$ cat src/rtl/timerPkg.sv
package timerPkg;
  localparam int REG_W  = 32;
  localparam int ADDR_W = 4;
  localparam int FDIV_W = 8;
  localparam int HALF_W = 16;

  localparam logic [ADDR_W-1:0] IDX_LOAD   = 4'd0;
  localparam logic [ADDR_W-1:0] IDX_VALUE  = 4'd1;
  localparam logic [ADDR_W-1:0] IDX_CTRL   = 4'd2;
  localparam logic [ADDR_W-1:0] IDX_CLEAR  = 4'd3;
  localparam logic [ADDR_W-1:0] IDX_RAW    = 4'd4;
  localparam logic [ADDR_W-1:0] IDX_MASKED = 4'd5;
  localparam logic [ADDR_W-1:0] IDX_RELOAD = 4'd6;
  localparam logic [ADDR_W-1:0] IDX_PREDIV = 4'd7;
  localparam logic [ADDR_W-1:0] IDX_FREE   = 4'd8;

  typedef struct packed {
    logic              width32;
    logic [1:0]        scaleSel;
    logic              irqEn;
    logic              timerEn;
    logic              haltEn;
    logic              freeEn;
    logic [FDIV_W-1:0] freeDiv;
  } ctlFields_t;

  typedef struct packed {
    logic loadWr;
    logic reloadWr;
    logic clrWr;
    logic timerTick;
    logic freeTick;
  } strobes_t;
endpackage

$ cat src/rtl/timerCtrl.sv
module timerCtrl
  import timerPkg::*;
#(
  parameter int PREDIV_W = 10
) (
  input  logic                clk,
  input  logic                rstN,
  input  logic [ADDR_W-1:0]   regAddr,
  input  logic                regWrEn,
  input  logic [REG_W-1:0]    regWrData,
  input  logic                dbgHalt,
  output ctlFields_t          ctlBits,
  output logic [PREDIV_W-1:0] preDiv,
  output strobes_t            strb
);
  localparam logic [PREDIV_W-1:0] PRE_ONE  = 1;
  localparam logic [FDIV_W-1:0]   FDIV_ONE = 1;

  logic [PREDIV_W-1:0] preCnt;
  logic [7:0]          scCnt;
  logic [7:0]          scaleMax;
  logic [FDIV_W-1:0]   fdCnt;
  logic                running;
  logic                baseTick;
  logic                wrCtl;
  logic                wrPre;
  logic                unusedBits;

  assign unusedBits = ^{regWrData[31:24], regWrData[15:10]};

  assign wrCtl = regWrEn && (regAddr == IDX_CTRL);
  assign wrPre = regWrEn && (regAddr == IDX_PREDIV);

  always_comb begin
    case (ctlBits.scaleSel)
      2'b00:   scaleMax = 8'd0;
      2'b01:   scaleMax = 8'd15;
      default: scaleMax = 8'd255;
    endcase
  end

  assign running  = ctlBits.timerEn && !(ctlBits.haltEn && dbgHalt);
  assign baseTick = running && (preCnt >= preDiv);

  always_comb begin
    strb.loadWr    = regWrEn && (regAddr == IDX_LOAD);
    strb.reloadWr  = regWrEn && (regAddr == IDX_RELOAD);
    strb.clrWr     = regWrEn && (regAddr == IDX_CLEAR);
    strb.timerTick = baseTick && (scCnt >= scaleMax);
    strb.freeTick  = ctlBits.freeEn && (fdCnt >= ctlBits.freeDiv);
  end

  // control word and predivider registers
  always_ff @(posedge clk) begin
    if (!rstN) begin
      ctlBits <= '0;
      preDiv  <= '0;
    end else begin
      if (wrCtl) begin
        ctlBits.width32  <= regWrData[1];
        ctlBits.scaleSel <= regWrData[3:2];
        ctlBits.irqEn    <= regWrData[5];
        ctlBits.timerEn  <= regWrData[7];
        ctlBits.haltEn   <= regWrData[8];
        ctlBits.freeEn   <= regWrData[9];
        ctlBits.freeDiv  <= regWrData[23:16];
      end
      if (wrPre) preDiv <= regWrData[PREDIV_W-1:0];
    end
  end

  // timer prescale chain: predivider then fixed scaler
  always_ff @(posedge clk) begin
    if (!rstN) begin
      preCnt <= '0;
      scCnt  <= '0;
    end else if (strb.loadWr) begin
      preCnt <= '0;
      scCnt  <= '0;
    end else if (running) begin
      preCnt <= baseTick ? '0 : preCnt + PRE_ONE;
      if (baseTick) scCnt <= (scCnt >= scaleMax) ? 8'd0 : scCnt + 8'd1;
    end
  end

  // free counter divider
  always_ff @(posedge clk) begin
    if (!rstN)                fdCnt <= '0;
    else if (ctlBits.freeEn)  fdCnt <= strb.freeTick ? '0 : fdCnt + FDIV_ONE;
  end

  // no tick while disabled or halted
  p_halt_stops_r8: assert property (@(posedge clk) disable iff (!rstN)
    (!ctlBits.timerEn || (ctlBits.haltEn && dbgHalt)) |-> !strb.timerTick);

  // free counter never ticks while disabled
  p_free_gate_r9: assert property (@(posedge clk) disable iff (!rstN)
    !ctlBits.freeEn |-> !strb.freeTick);
endmodule

$ cat src/rtl/timerDatapath.sv
module timerDatapath
  import timerPkg::*;
#(
  parameter int PREDIV_W = 10
) (
  input  logic                clk,
  input  logic                rstN,
  input  ctlFields_t          ctlBits,
  input  logic [PREDIV_W-1:0] preDiv,
  input  strobes_t            strb,
  input  logic [ADDR_W-1:0]   regAddr,
  input  logic [REG_W-1:0]    regWrData,
  output logic [REG_W-1:0]    regRdData,
  output logic                irqOut
);
  logic [REG_W-1:0] valReg;
  logic [REG_W-1:0] reloadReg;
  logic [REG_W-1:0] freeCnt;
  logic [REG_W-1:0] effVal;
  logic [REG_W-1:0] effReload;
  logic [REG_W-1:0] nextDown;
  logic             rawIrq;
  logic             atZero;
  logic             setIrq;
  logic             maskedIrq;

  assign effVal    = ctlBits.width32 ? valReg    : {{HALF_W{1'b0}}, valReg[HALF_W-1:0]};
  assign effReload = ctlBits.width32 ? reloadReg : {{HALF_W{1'b0}}, reloadReg[HALF_W-1:0]};
  assign atZero    = (effVal == '0);
  assign nextDown  = ctlBits.width32 ? (valReg - 32'd1)
                   : {{HALF_W{1'b0}}, valReg[HALF_W-1:0] - 16'd1};
  assign setIrq    = strb.timerTick && atZero && !strb.loadWr;
  assign maskedIrq = rawIrq && ctlBits.irqEn;
  assign irqOut    = maskedIrq;

  always_ff @(posedge clk) begin
    if (!rstN) begin
      valReg    <= '0;
      reloadReg <= '0;
    end else begin
      if (strb.loadWr)          valReg <= regWrData;
      else if (strb.timerTick)  valReg <= atZero ? effReload : nextDown;
      if (strb.loadWr || strb.reloadWr) reloadReg <= regWrData;
    end
  end

  // set has priority over a clear in the same cycle
  always_ff @(posedge clk) begin
    if (!rstN)             rawIrq <= 1'b0;
    else if (setIrq)       rawIrq <= 1'b1;
    else if (strb.clrWr)   rawIrq <= 1'b0;
  end

  always_ff @(posedge clk) begin
    if (!rstN)              freeCnt <= '0;
    else if (strb.freeTick) freeCnt <= freeCnt + 32'd1;
  end

  always_comb begin
    case (regAddr)
      IDX_LOAD, IDX_RELOAD: regRdData = effReload;
      IDX_VALUE:  regRdData = effVal;
      IDX_CTRL:   regRdData = {8'd0, ctlBits.freeDiv, 6'd0, ctlBits.freeEn, ctlBits.haltEn,
                               ctlBits.timerEn, 1'b0, ctlBits.irqEn, 1'b0,
                               ctlBits.scaleSel, ctlBits.width32, 1'b0};
      IDX_RAW:    regRdData = {31'd0, rawIrq};
      IDX_MASKED: regRdData = {31'd0, maskedIrq};
      IDX_PREDIV: regRdData = {{(REG_W-PREDIV_W){1'b0}}, preDiv};
      IDX_FREE:   regRdData = freeCnt;
      default:    regRdData = '0;
    endcase
  end

  // load write lands in the counter
  p_load_lands_r2: assert property (@(posedge clk) disable iff (!rstN)
    strb.loadWr |=> (valReg == $past(regWrData)));

  // a tick at zero raises the flag and restarts from reload
  p_wrap_reload_r4: assert property (@(posedge clk) disable iff (!rstN)
    (strb.timerTick && atZero && !strb.loadWr) |=> (rawIrq && valReg == $past(effReload)));

  // a clear write with no coincident wrap drops the flag
  p_clear_drops_r7: assert property (@(posedge clk) disable iff (!rstN)
    (strb.clrWr && !(strb.timerTick && atZero)) |=> !rawIrq);

  // free counter holds between ticks
  p_free_hold_r9: assert property (@(posedge clk) disable iff (!rstN)
    !strb.freeTick |=> $stable(freeCnt));
endmodule

$ cat src/rtl/prescaled_timer.sv
module prescaled_timer
  import timerPkg::*;
#(
  parameter int PREDIV_W = 10
) (
  input  logic              clk,
  input  logic              rstN,
  input  logic [ADDR_W-1:0] regAddr,
  input  logic              regWrEn,
  input  logic [REG_W-1:0]  regWrData,
  output logic [REG_W-1:0]  regRdData,
  input  logic              dbgHalt,
  output logic              irqOut
);
  ctlFields_t          ctlBits;
  strobes_t            strb;
  logic [PREDIV_W-1:0] preDiv;

  timerCtrl #(.PREDIV_W(PREDIV_W)) ctrl_i (
    .clk(clk), .rstN(rstN), .regAddr(regAddr), .regWrEn(regWrEn),
    .regWrData(regWrData), .dbgHalt(dbgHalt),
    .ctlBits(ctlBits), .preDiv(preDiv), .strb(strb)
  );

  timerDatapath #(.PREDIV_W(PREDIV_W)) dp_i (
    .clk(clk), .rstN(rstN), .ctlBits(ctlBits), .preDiv(preDiv), .strb(strb),
    .regAddr(regAddr), .regWrData(regWrData),
    .regRdData(regRdData), .irqOut(irqOut)
  );

  // interrupt output is gated by the enable bit
  p_irq_masked_r7: assert property (@(posedge clk) disable iff (!rstN)
    !ctlBits.irqEn |-> !irqOut);
endmodule

$ cat config.mk
export PLATFORM = sky130hd
export DESIGN_NAME = prescaled_timer
export DESIGN_NICKNAME = d
export VERILOG_FILES = /design/src/rtl/timerPkg.sv /design/src/rtl/timerCtrl.sv /design/src/rtl/timerDatapath.sv /design/src/rtl/prescaled_timer.sv
export SDC_FILE = /design/constraint.sdc
export NUM_CORES = 1
export LEC_CHECK = 0
export ABC_AREA = 1
export BUFFER_PORTS_ARGS = -buffer_cell sky130_fd_sc_hd__clkbuf_2
export CORE_UTILIZATION = 61
export CTS_BUF_LIST = sky130_fd_sc_hd__clkbuf_8
export CTS_CLUSTER_SIZE = 20
export DETAILED_ROUTE_END_ITERATION = 6
export MAX_ROUTING_LAYER = met4
export PLACE_DENSITY = 0.86
export SETUP_SLACK_MARGIN = 0.02
export SYNTH_ARGS = -nofsm -noshare
export SYNTH_HDL_FRONTEND = slang
export SYNTH_HIERARCHICAL = 1
export SYNTH_SLANG_ARGS = --single-unit
$ cat constraint.sdc
create_clock -name clk -period 6.5 [get_ports clk]
set_input_delay 0.975 -clock clk [delete_from_list [all_inputs] [get_ports clk]]
set_output_delay 0.975 -clock clk [all_outputs]
set_load 0.01 [all_outputs]
## Yosys cells after proc, flatten, opt, wreduce, memory -nomap -nowiden

Index checks and enable logic that the tools add are counted.

| cells by class | value |
|---|---|
| add/subtract/negate cells | 6 |
| multiply operators | 0 |
| reduce and logical (&&, ||, !) cells | 24 |
| shift operators | 0 |
| bitwise gates (word level) | 1 |
| equal/unequal tests | 9 |
| $lt $le $gt $ge | 3 |
| muxes and demuxes | 13 |
| div/mod/pow operators | 0 |

Operator list:

| kind | count |
|---|---|
| $pmux 32 s7 | 1 |
| $mux 32 | 6 |
| $add 32x1->32 const B | 1 |
| $logic_not 32->1 | 1 |
| $sub 32x1->32 const B | 1 |
| $add 8x1->8 const B | 2 |
| $eq 4x3->1 const B | 4 |
| $ge 8x8->1 | 2 |
| $mux 8 | 2 |
| $pmux 8 s2 | 1 |
| $sub 16x1->16 const B | 1 |
| $logic_and 1x1->1 | 13 |
| $add 10x1->10 const B | 1 |
| $ge 10x10->1 | 1 |
| $mux 10 | 1 |
| $eq 4x2->1 const B | 2 |
| $eq 4x1->1 const B | 1 |
| $eq 4x4->1 const B | 1 |
| $logic_not 4->1 | 1 |
| $reduce_bool 2->1 | 2 |
| $reduce_or 2->1 | 2 |
| $eq 2x1->1 const B | 1 |
| $logic_not 1->1 | 2 |
| $logic_not 2->1 | 1 |
| other kinds (4) | 5 |

| word-level totals | value |
|---|---|
| bits in writable memories | 0 |
| bits in latches | 0 |
| bits of input ports | 40 |
| word-level logic and storage cells | 71 |
| register bits after elaboration | 148 |
| memories kept | 0 |
| memory bits (read-only) | 0 |

## Longest topological paths before layout

Gate-level depths: netlist of run 1.

| logic depth | value |
|---|---|
| depth after elaboration | 8 |
| depth in mapped cells | 20 |
| depth with buffers taken out | 19 |

## By module

Netlist of run 1, hierarchy kept.

By module, submodules not included:

| module | instances | sequential area each (um^2) | area each (um^2) | cells an instance |
|---|---|---|---|---|
| timerDatapath | 1 | 1941.9 | 6411.1 | 1042 |
| timerCtrl | 1 | 1021.0 | 2842.7 | 378 |

## Least setup slack after synthesis of run 1

Ideal clock, no wire load.

| timing | value |
|---|---|
| path type | input to output |
| from | input regAddr[3] |
| to | output regRdData[19] |
| path buffers | 1 |
| setup slack | 3.509 ns |
| cell stages on the path | 6 |
| required time | 5.525 ns |
| data arrival time | 2.016 ns |
| cell sequence | nor2_1 -> a22oi_1 -> inv_1 -> clkbuf_1 -> a31oi_1 -> o21ai_0 |

| on the way | value |
|---|---|
| longest elaborated chain between the ends | 3 |
| elaborated cells on any way between the ends | 10 |
| classes of those cells | eq/ne (7); mux (1); reduce/logical (2) |

RTL lines:

| item | line | text |
|---|---|---|
| start: declaration | prescaled_timer.sv:8 | `input logic [ADDR_W-1:0] regAddr,` |
| $eq 4x3->1 / $logic_not 4->1 (equally long branches) | timerDatapath.sv:60 | `case (regAddr)` |
| $reduce_or 2->1 | timerDatapath.sv:60 |  |
| $pmux 32 s7 * | timerDatapath.sv:60 |  |
| end: declaration | prescaled_timer.sv:11 | `output logic [REG_W-1:0] regRdData,` |

Every way passes the cells marked *; elsewhere a longest branch is shown, timed or not.

## Final worst setup path of run 1

| timing | value |
|---|---|
| from | input regAddr[3] |
| to | output regRdData[9] |

The elaborated chain is that of the path after synthesis.

==> impl_table.tex, run 1 <==
\begin{tabular}{lr}
\hline
Metric & Value \\
\hline
\multicolumn{2}{l}{\textbf{Synth}} \\
Cell Area, Synth & 9250 um\^{}2 \\
Top-area cell type share of the netlist area & 0.320 \\
Post-Syn Instances & 1420 \\
Register bit count reported by yosys & 148 \\
Commonest cells in the synthesized netlist & 311 x nand2\_1, 232 x nor2\_1, 152 x inv\_1 \\
Async set or reset register ratio after synthesis & 0 \\
Seq/Total Area, Yosys & 0.320 \\
EDFF count, synth & 0 \\
Most instantiated library cell after synthesis & nand2\_1 \\
Cell taking the most area after synthesis & dfxtp\_1 \\
Top area cells in the synthesized netlist & dfxtp\_1 32\%, nand2\_1 13\%, nor2\_1 9.4\% \\
Avg Synthesized Cell Area & 6.52 um\^{}2 \\
Synth cell types & 50 \\
Total number of yosys warnings & 6 \\
Most used flip-flop cell after synthesis & dfxtp\_1 \\
Net count after synthesis & 1489 \\
\multicolumn{2}{l}{\textbf{Outcome}} \\
Violations in the final reports & design-rule violations \\
Run status & finished with violations \\
\multicolumn{2}{l}{\textbf{Timing}} \\
Unrepaired setup endpoints after global routing & false \\
Transition at the pin with the smallest max-transition slack & 1090 ps \\
Headroom to the max-slew limit & 0.275 \\
Post-Route Setup TNS & 0 ps \\
Final hold slack & 492 ps \\
Post-layout worst setup margin & 2200 ps \\
Hold Fails Final Rpt & 0 \\
Worst Skew & 7.23 ps \\
Peak Freq & 232 MHz \\
Part of the cycle the worst path needs & 0.662 \\
Pins over their slew limit & 0 \\
Crit path time final & 4300 ps \\
Total of endpoints with negative setup slack in the final report & 0 \\
\multicolumn{2}{l}{\textbf{Floorplanning}} \\
Std-Cell Core Area & 14600 um\^{}2 \\
Initial cell density of the core & 0.632 \\
Die width & 125 um \\
Die area & 15700 um\^{}2 \\
Chip height & 125 um \\
Ports & 73 \\
Number of rows in the core area & 44 \\
\multicolumn{2}{l}{\textbf{Worst setup path}} \\
WP data required & 5520 ps \\
Cells along the critical path & clkbuf\_2 > nor2\_1 > a22oi\_1 > buf\_4 > inv\_1 > a22oi\_1 > o2111ai\_1 > clkbuf\_2 \\
Crit path max fanout & 21 \\
CP endpoint kind & output port \\
Arrival time reported for the critical path endpoint & 3330 ps \\
Slowest stage cell on the critical path & nor2\_1 \\
Critical Setup Path Class & input port to output port \\
CP startpoint kind & input port \\
Delay of the slowest cell on the worst path & 700 ps \\
\multicolumn{2}{l}{\textbf{Clocking}} \\
Clock buffer count from CTS & 17 \\
Root buffer cell & clkbuf\_8 \\
Number of buffers added for setup after CTS & 0 \\
Sink Count & 148 \\
Clock-pin slew on the worst setup and hold paths & 80 ps \\
Buffers from clock root to sink, at most & 2 \\
Number of hold buffers added after CTS & 0 \\
CTS resizes & 0 \\
H-tree Lvls & 4 \\
Clock latency at the later pin of the worst-skew pair & 460 ps \\
TritonCTS clock tree & yes \\
\multicolumn{2}{l}{\textbf{Finish}} \\
Number of standard cells in the final layout excluding fillers & 1663 \\
Proportion of layout cells with a drive suffix above 1 & 0.114 \\
Fillers & 1318 \\
Final \#Nets & 1534 \\
Final standard cell area without fillers & 10100 um\^{}2 \\
Fin util & 0.688 \\
Multi-input logic area & 5410 um\^{}2 \\
Layout overhead on the synthesized area & 8.87\% \\
Storage element area & 2960 um\^{}2 \\
\multicolumn{2}{l}{\textbf{Run}} \\
Number of violations of the max-capacitance limit & 0 \\
\multicolumn{2}{l}{\textbf{Global route}} \\
Total global routing overflow & 0 \\
First-pass GRT wire length & 45.4 mm \\
Global-route total usage across every layer & 0.376 \\
Via count of the first global-routing pass & 8893 \\
Number of antenna violations at the first check in global routing & 1 \\
Pin count of the biggest net entering global routing & 52 \\
\multicolumn{2}{l}{\textbf{Placed design}} \\
Post-placement worst setup slack & 2280 ps \\
Port-buffer cells & 72 \\
Routability-driven placement congestion ratio & 0.997 \\
HPWL reported at the end of detailed placement & 20.6 mm \\
Placed instance area & 9620 um\^{}2 \\
Placed Cells incl. Taps & 1630 \\
\multicolumn{2}{l}{\textbf{Pwr}} \\
Peak supply drop & 0.148 mV \\
Cell area power density & 206 nW/um\^{}2 \\
Leakage Power & 4.41 nW \\
Power after layout & 2.08 mW \\
\multicolumn{2}{l}{\textbf{Worst hold path}} \\
HP Class & flop to flop \\
\multicolumn{2}{l}{\textbf{Route}} \\
Antenna Nets Post-Route & 0 \\
Via density & 5.85 \\
Average detailed-routed wire length per instance & 16.8 um \\
Post-route DRC violation count & 14 \\
Vias after detailed routing & 9732 \\
Drt pass-1 iters & 7 \\
Total routed wirelength & 28.0 mm \\
Iter 0 DRT Violations & 1244 \\
\hline
\end{tabular}
[cells by family (layout without fill, tap and decap cells)]
family / Yosys count / count (layout) / synth area share
AO/OA/AOI/OAI: 282 / 282 / 0.175
other: 0 / 1 / 0
multiplexers: 1 / 1 / 0.00108
buffers and inverters: 214 / 272 / 0.0960
AND/OR/NAND/NOR: 705 / 705 / 0.330
XOR/XNOR: 41 / 41 / 0.0388
flip-flops: 148 / 148 / 0.320
adder cells (fa/ha/maj): 29 / 29 / 0.0392
[layer usage]
layer  vias to the layer above  share of wire  wire (um)  GRT usage
met5                         -              0          0          -
met4                         0          0.033        937      0.148
met3                        68           0.10       2830     0.0800
met2                       547           0.45      12600      0.581
met1                      4384           0.41      11600      0.479
li1                       4733              -          -          -
[worst max-delay path: cells and delay by family]
family,cells,cell delay (ps)
AO/OA/AOI/OAI,3,530
buffers and inverters,4,1120
AND/OR/NAND/NOR,1,700
[final timing paths]
| path | from | end | slack [ps] | cells past startpoint |
|---|---|---|---|---|
| worst max-delay path | regAddr[3] | regRdData[9] | 2200 | 8 |
| worst min-delay path | dp_i/reloadReg[29]$_SDFFE_PN0P_ | dp_i/reloadReg[29]$_SDFFE_PN0P_ | 490 | 2 |
| worst max register to register | ctrl_i/ctlBits[7]$_SDFFE_PN0P_ | dp_i/freeCnt[21]$_SDFFE_PN0P_ | 3360 | 17 |
| worst min register to register | dp_i/reloadReg[29]$_SDFFE_PN0P_ | dp_i/reloadReg[29]$_SDFFE_PN0P_ | 490 | 2 |
[cell usage in the layout, fill, tap and decap left out, types with 17 or more instances in the layout]
cell type and count:
a22oi_1 18, inv_1 153, xor2_1 28, o21ai_0 99, nand4_1 18, nand3_1 70, nand2_1 311, nor2_1 230
clkbuf_8 18, o21ai_1 17, ha_1 29, dfxtp_1 148, a21oi_1 92, clkbuf_2 72, nor3_1 19
[power by group]
group / total [mW] / switching, mW / leakage, nW / internal [mW]
clock network: 0.833 / 0.368 / 0.230 / 0.465
registers: 0.937 / 0.0155 / 1.20 / 0.922
logic: 0.304 / 0.214 / 2.99 / 0.0907
[cell type report]
class                           count  area share
Antenna cell                        1    0.000248
Clock buffer                       18      0.0246
Clock inverter                     14      0.0205
Inverter                          161      0.0600
Multi-Input combinational cell   1058       0.537
Sequential cell                   148       0.294
Tap cell                          184      0.0229
Timing Repair Buffer               79      0.0410
[registers in the layout, indices dropped and copies added, names as in the netlist]
register and count:
ctrl_i/preCnt 10, dp_i/reloadReg 32, ctrl_i/ctlBits 15, dp_i/valReg 32, ctrl_i/fdCnt 8, ctrl_i/preDiv 10
ctrl_i/scCnt 8, dp_i/rawIrq 1, dp_i/freeCnt 32
(Power assumes the default switching activity.)
==> run 2, diff against run 1 <==
--- a/config.mk
+++ b/config.mk
@@ -7,12 +7,12 @@
 export LEC_CHECK = 0
 export ABC_AREA = 1
 export BUFFER_PORTS_ARGS = -buffer_cell sky130_fd_sc_hd__clkbuf_2
-export CORE_UTILIZATION = 61
+export CORE_UTILIZATION = 57
 export CTS_BUF_LIST = sky130_fd_sc_hd__clkbuf_8
 export CTS_CLUSTER_SIZE = 20
 export DETAILED_ROUTE_END_ITERATION = 6
 export MAX_ROUTING_LAYER = met4
-export PLACE_DENSITY = 0.86
+export PLACE_DENSITY = 0.84
 export SETUP_SLACK_MARGIN = 0.02
 export SYNTH_ARGS = -nofsm -noshare
 export SYNTH_HDL_FRONTEND = slang
==> constraint.sdc (replaced) <==
create_clock -name clk -period 3.7 [get_ports clk]
set_input_delay 0.555 -clock clk [delete_from_list [all_inputs] [get_ports clk]]
set_output_delay 0.555 -clock clk [all_outputs]
set_load 0.01 [all_outputs]
==> run 2 against run 1 <==
Compared with the run above: the flow now finishes without violations; register-to-register slack got worse by 2700 ps; hold slack got worse by 140 ps; critical path depth decreased by 1; die area increased by 6.9%; sequential power increased by 76%; utilization decreased by 5.5 points; clock skew increased by 11 ps; first-iteration DRC count decreased by 28%; global-route usage decreased by 0.89 points; clock power increased by 38%.
==> impl_table.tex, run 2 (synthesis gave the netlist of run 1 again) <==
\begin{tabular}{lr}
\hline
Metric & Value \\
\hline
\multicolumn{2}{l}{\textbf{Global route}} \\
Total global routing overflow & 0 \\
First-pass GRT wire length & 45.7 mm \\
Global-route total usage across every layer & 0.367 \\
Pin count of the biggest net entering global routing & 51 \\
Via count of the first global-routing pass & 8807 \\
Number of antenna violations at the first check in global routing & 0 \\
\multicolumn{2}{l}{\textbf{Placed design}} \\
Port-buffer cells & 72 \\
Placed instance area & 9700 um\^{}2 \\
HPWL reported at the end of detailed placement & 21.1 mm \\
Routability-driven placement congestion ratio & 0.982 \\
\multicolumn{2}{l}{\textbf{Route}} \\
Total routed wirelength & 28.5 mm \\
Antenna Nets Post-Route & 0 \\
Vias after detailed routing & 9737 \\
Average detailed-routed wire length per instance & 16.8 um \\
Drt pass-1 iters & 5 \\
Iter 0 DRT Violations & 891 \\
Post-route DRC violation count & 0 \\
Via density & 5.73 \\
\multicolumn{2}{l}{\textbf{Clocking}} \\
Clock-pin slew on the worst setup and hold paths & 90 ps \\
Buffers from clock root to sink, at most & 2 \\
TritonCTS clock tree & yes \\
Number of buffers added for setup after CTS & 0 \\
H-tree Lvls & 4 \\
Root buffer cell & clkbuf\_8 \\
Clock buffer count from CTS & 17 \\
Sink Count & 148 \\
Clock latency at the later pin of the worst-skew pair & 470 ps \\
\multicolumn{2}{l}{\textbf{Worst setup path}} \\
First element of the critical path & regAddr[3] \\
Worst Reg-to-Reg Cells & 17 \\
WP data required & 3140 ps \\
CP startpoint kind & input port \\
Arrival time reported for the critical path endpoint & 2660 ps \\
Crit path max fanout & 21 \\
Critical R2R Capture & dp\_i/freeCnt[21]\$\_SDFFE\_PN0P\_ \\
Capture point of the critical path & regRdData[0] \\
Worst R2R Start & ctrl\_i/ctlBits[6]\$\_SDFFE\_PN0P\_ \\
Critical Setup Path Class & input port to output port \\
Reg2reg setup slack & 660 ps \\
CP endpoint kind & output port \\
\multicolumn{2}{l}{\textbf{Floorplanning}} \\
Die width & 129 um \\
Initial cell density of the core & 0.583 \\
Ports & 73 \\
Chip height & 129 um \\
Std-Cell Core Area & 15900 um\^{}2 \\
Number of rows in the core area & 46 \\
Die area & 16700 um\^{}2 \\
\multicolumn{2}{l}{\textbf{Timing}} \\
Transition at the pin with the smallest max-transition slack & 774 ps \\
Hold Fails Final Rpt & 0 \\
Worst Skew & 18.5 ps \\
Crit path time final & 3210 ps \\
Headroom to the max-slew limit & 0.481 \\
Unrepaired setup endpoints after global routing & false \\
Post-Route Setup TNS & 0 ps \\
Pins over their slew limit & 0 \\
Peak Freq & 311 MHz \\
Part of the cycle the worst path needs & 0.869 \\
Total of endpoints with negative setup slack in the final report & 0 \\
\multicolumn{2}{l}{\textbf{Finish}} \\
Layout overhead on the synthesized area & 8.64\% \\
Fillers & 1543 \\
Final \#Nets & 1539 \\
Most common cell after layout, fill and taps aside & nand2\_1 \\
Top Registers & dp\_i/freeCnt x32, dp\_i/reloadReg x32, dp\_i/valReg x32 \\
Commonest cells after routing, fill and taps aside & 311 x nand2\_1, 230 x nor2\_1, 153 x inv\_1 \\
Final standard cell area without fillers & 10100 um\^{}2 \\
Proportion of layout cells with a drive suffix above 1 & 0.118 \\
Antenna diode instance count & 0 \\
\multicolumn{2}{l}{\textbf{Pwr}} \\
Power after layout & 3.33 mW \\
Cell area power density & 332 nW/um\^{}2 \\
Leakage Power & 4.38 nW \\
Peak supply drop & 0.247 mV \\
\multicolumn{2}{l}{\textbf{Run}} \\
Number of violations of the max-capacitance limit & 0 \\
\multicolumn{2}{l}{\textbf{Outcome}} \\
Run status & completed \\
\multicolumn{2}{l}{\textbf{Worst hold path}} \\
HP Class & input port to flop \\
\hline
\end{tabular}
run 2: power breakdown:
part	leakage (nW)	switching [mW]	internal, mW	total [mW]
logic	3.01	0.373	0.161	0.534
registers	1.20	0.0275	1.62	1.65
clock network	0.173	0.668	0.485	1.15
total	4.38	1.07	2.27	3.33
run 2: worst min-delay path by stage:
| stage | from | endpoint | slack [ps] | depth (start not counted) |
|---|---|---|---|---|
| floorplan | dp_i/reloadReg[2]$_SDFFE_PN0P_ | dp_i/reloadReg[2]$_SDFFE_PN0P_ | 440 | 2 |
| global placement | dp_i/reloadReg[20]$_SDFFE_PN0P_ | dp_i/reloadReg[20]$_SDFFE_PN0P_ | 460 | 2 |
| detailed placement | dp_i/reloadReg[23]$_SDFFE_PN0P_ | dp_i/reloadReg[23]$_SDFFE_PN0P_ | 470 | 2 |
| CTS | regWrData[16] | ctrl_i/ctlBits[0]$_SDFFE_PN0P_ | 310 | 3 |
| global route | regWrData[16] | ctrl_i/ctlBits[0]$_SDFFE_PN0P_ | 340 | 3 |
| finish | regWrData[16] | ctrl_i/ctlBits[0]$_SDFFE_PN0P_ | 350 | 3 |
run 2: cell type report:
type                    count  area (um^2)  share of cell area
inverters                 161          604              0.0601
well taps                 216          270              0.0269
repair buffers             84          450              0.0448
clock inverters            14          105              0.0105
flip-flops and latches    148         2960               0.295
multi-input cells        1058         5410               0.538
clock buffers              18          248              0.0246
run 2: critical path: stages:
cell       delay (ps)
clkbuf_2          150
nor2_1            100
a22oi_2           610
inv_1             570
a22oi_1           320
o2111ai_1         180
clkbuf_2          170
run 2: repair_timing:
item,4_1_cts,5_1_grt
endpoints found under the setup margin,0,13
resized for setup,0,1
hold buffers,0,0
run 2: routing by layer:
layer / part of all wire / vias to the layer above / wire (um) / track usage
met5: 0 / - / 0 / -
met1: 0.42 / 4454 / 12000 / 0.474
met2: 0.45 / 468 / 12800 / 0.565
li1: - / 4751 / - / -
met3: 0.098 / 64 / 2800 / 0.0698
met4: 0.030 / 0 / 858 / 0.146
run 2: per-stage QoR:
stage | hold slack, ps | utilization | std cells | worst slack, ps
after floorplan | 444 | - | 1420 | 1360
after global placement | 464 | 0.610 | 1667 | 136
after detailed placement | 472 | 0.610 | 1667 | 130
after CTS | 309 | 0.633 | 1699 | 127
after global routing | 341 | 0.633 | 1699 | 253
final | 350 | 0.633 | 1699 | 485
==> run 3, diff against run 2 <==
--- a/config.mk
+++ b/config.mk
@@ -6,7 +6,8 @@
 export NUM_CORES = 1
 export LEC_CHECK = 0
 export ABC_AREA = 1
-export BUFFER_PORTS_ARGS = -buffer_cell sky130_fd_sc_hd__clkbuf_2
+export BUFFER_PORTS_ARGS = -buffer_cell sky130_fd_sc_hd__buf_2
+export CORE_MARGIN = 3
 export CORE_UTILIZATION = 57
 export CTS_BUF_LIST = sky130_fd_sc_hd__clkbuf_8
 export CTS_CLUSTER_SIZE = 20
==> run 3 against run 2 <==
Compared with the run above: fmax up 12%; clock power grew 18%; power is 6.4% higher; largest power group unchanged; sequential power about the same; die area is 6.3% higher; combinational power hardly changed; critical endpoint is now dp_i/freeCnt[21]$_SDFFE_PN0P_.
==> impl_table.tex, run 3 (synthesis gave the netlist of run 1 again) <==
\begin{tabular}{lr}
\hline
Metric & Value \\
\hline
\multicolumn{2}{l}{\textbf{Worst setup path}} \\
Cells along the critical path & inv\_1 > ha\_1 > nand2\_1 > o21ai\_0 > nand2\_1 > nand3\_1 > nand2\_1 > inv\_1 > inv\_2 > nor2\_2 > nand2\_2 > nor2\_4 > nand2\_1 > nor3\_2 > nand2\_1 > o21ai\_0 > a21oi\_1 \\
Cell repeated most along the worst path & nand2\_1 \\
CP endpoint kind & flop \\
WP data required & 4050 ps \\
Arrival time reported for the critical path endpoint & 3230 ps \\
Delay of the slowest cell on the worst path & 360 ps \\
CP startpoint kind & flop \\
Slowest stage cell on the critical path & dfxtp\_1 \\
Crit path max fanout & 7 \\
Critical Setup Path Class & flop to flop \\
\multicolumn{2}{l}{\textbf{Clocking}} \\
Number of hold buffers added after CTS & 0 \\
Root buffer cell & clkbuf\_8 \\
Buffers from clock root to sink, at most & 2 \\
H-tree Lvls & 4 \\
Clock latency at the later pin of the worst-skew pair & 460 ps \\
Clock-pin slew on the worst setup and hold paths & 90 ps \\
Number of buffers added for setup after CTS & 0 \\
Sink Count & 148 \\
CTS resizes & 0 \\
TritonCTS clock tree & yes \\
Clock buffer count from CTS & 17 \\
\multicolumn{2}{l}{\textbf{Finish}} \\
Fillers & 1443 \\
Final \#Nets & 1543 \\
Number of standard cells in the final layout excluding fillers & 1698 \\
Proportion of layout cells with a drive suffix above 1 & 0.120 \\
Commonest cells after routing, fill and taps aside & 311 x nand2\_1, 230 x nor2\_1, 153 x inv\_1 \\
Antenna diode instance count & 0 \\
Layout overhead on the synthesized area & 9.64\% \\
Fin util & 0.653 \\
Most common cell after layout, fill and taps aside & nand2\_1 \\
Top Registers & dp\_i/freeCnt x32, dp\_i/reloadReg x32, dp\_i/valReg x32 \\
\multicolumn{2}{l}{\textbf{Route}} \\
Via density & 5.74 \\
Post-route DRC violation count & 0 \\
Vias after detailed routing & 9751 \\
Total routed wirelength & 28.2 mm \\
Average detailed-routed wire length per instance & 16.6 um \\
Drt pass-1 iters & 6 \\
Iter 0 DRT Violations & 1125 \\
Antenna Nets Post-Route & 0 \\
\multicolumn{2}{l}{\textbf{Pwr}} \\
Comb power frac & 0.151 \\
Register share of total power & 0.464 \\
Power after layout & 3.55 mW \\
Net switching power of the design & 1.04 mW \\
Design internal power & 2.51 mW \\
Peak supply drop & 0.399 mV \\
Clk pwr share & 0.384 \\
Leakage Power & 4.47 nW \\
Cell area power density & 350 nW/um\^{}2 \\
Switch share & 0.294 \\
\multicolumn{2}{l}{\textbf{Global route}} \\
Global-route total usage across every layer & 0.325 \\
Number of antenna violations at the first check in global routing & 0 \\
Total global routing overflow & 0 \\
Via count of the first global-routing pass & 8975 \\
Pin count of the biggest net entering global routing & 51 \\
First-pass GRT wire length & 45.4 mm \\
\multicolumn{2}{l}{\textbf{Worst hold path}} \\
HP Class & input port to flop \\
\multicolumn{2}{l}{\textbf{Floorplanning}} \\
Chip height & 133 um \\
Die width & 133 um \\
Ports & 73 \\
Die area & 17800 um\^{}2 \\
Initial cell density of the core & 0.595 \\
Std-Cell Core Area & 15500 um\^{}2 \\
Number of rows in the core area & 45 \\
\multicolumn{2}{l}{\textbf{Timing}} \\
Pins over their slew limit & 0 \\
Crit path time final & 2880 ps \\
Part of the cycle the worst path needs & 0.778 \\
Unrepaired setup endpoints after global routing & false \\
Transition at the pin with the smallest max-transition slack & 953 ps \\
Hold Fails Final Rpt & 0 \\
Final hold slack & 361 ps \\
Post-Route Setup TNS & 0 ps \\
Total of endpoints with negative setup slack in the final report & 0 \\
Peak Freq & 347 MHz \\
Headroom to the max-slew limit & 0.364 \\
Worst Skew & 14.1 ps \\
\multicolumn{2}{l}{\textbf{Run}} \\
Number of violations of the max-capacitance limit & 0 \\
\multicolumn{2}{l}{\textbf{Placed design}} \\
Port-buffer cells & 72 \\
HPWL reported at the end of detailed placement & 21.3 mm \\
Routability-driven placement congestion ratio & 0.975 \\
Placed Cells incl. Taps & 1666 \\
\multicolumn{2}{l}{\textbf{Outcome}} \\
Run status & completed \\
\hline
\end{tabular}
-- run 3: final timing paths --
check | start | to | slack [ps] | cells past startpoint
max | ctrl_i/ctlBits[3]$_SDFFE_PN0P_ | dp_i/freeCnt[21]$_SDFFE_PN0P_ | 820 | 17
min | regWrData[29] | dp_i/reloadReg[29]$_SDFFE_PN0P_ | 360 | 3
max reg2reg | ctrl_i/ctlBits[3]$_SDFFE_PN0P_ | dp_i/freeCnt[21]$_SDFFE_PN0P_ | 820 | 17
min reg2reg | dp_i/freeCnt[31]$_SDFFE_PN0P_ | dp_i/freeCnt[31]$_SDFFE_PN0P_ | 490 | 2
-- run 3: power groups by stage --
stage                     registers, mW  logic (mW)  clock network (mW)
after floorplan                    1.67       0.392                   0
after CTS                          1.65       0.526                1.38
after global placement             1.68       0.516                   0
after detailed placement           1.68       0.521                   0
after global routing               1.65       0.593                1.44
final                              1.65       0.537                1.36
-- run 3: area by class of cell --
type / count / area [um^2] / area share
multi-input cells: 1058 / 5410 / 0.533
flip-flops and latches: 148 / 2960 / 0.292
inverters: 161 / 604 / 0.0596
repair buffers: 88 / 480 / 0.0474
clock buffers: 20 / 275 / 0.0271
well taps: 211 / 264 / 0.0260
clock inverters: 12 / 151 / 0.0149
-- run 3: worst max-delay path, delay by kind of cell, from the launching register on --
family                   cells  cell delay [ps]
buffers and inverters        3              400
AO/OA/AOI/OAI                3              400
adder cells (fa/ha/maj)      1              300
flip-flops                   1              360
AND/OR/NAND/NOR             10             1290
-- run 3: layer usage --
| metal | share of wire | track usage |
|---|---|---|
| met4 | 0.032 | 0.107 |
| met1 | 0.42 | 0.415 |
| met3 | 0.10 | 0.0823 |
| met2 | 0.45 | 0.506 |
| met5 | 0 | - |
-- run 3: through the flow --
step	area, um^2	setup slack [ps]
3_5_place_dp	9720	922
5_1_grt	10100	638
6_report	10100	820
3_3_place_gp	9720	1010
2_1_floorplan	9250	1360
4_1_cts	10100	887
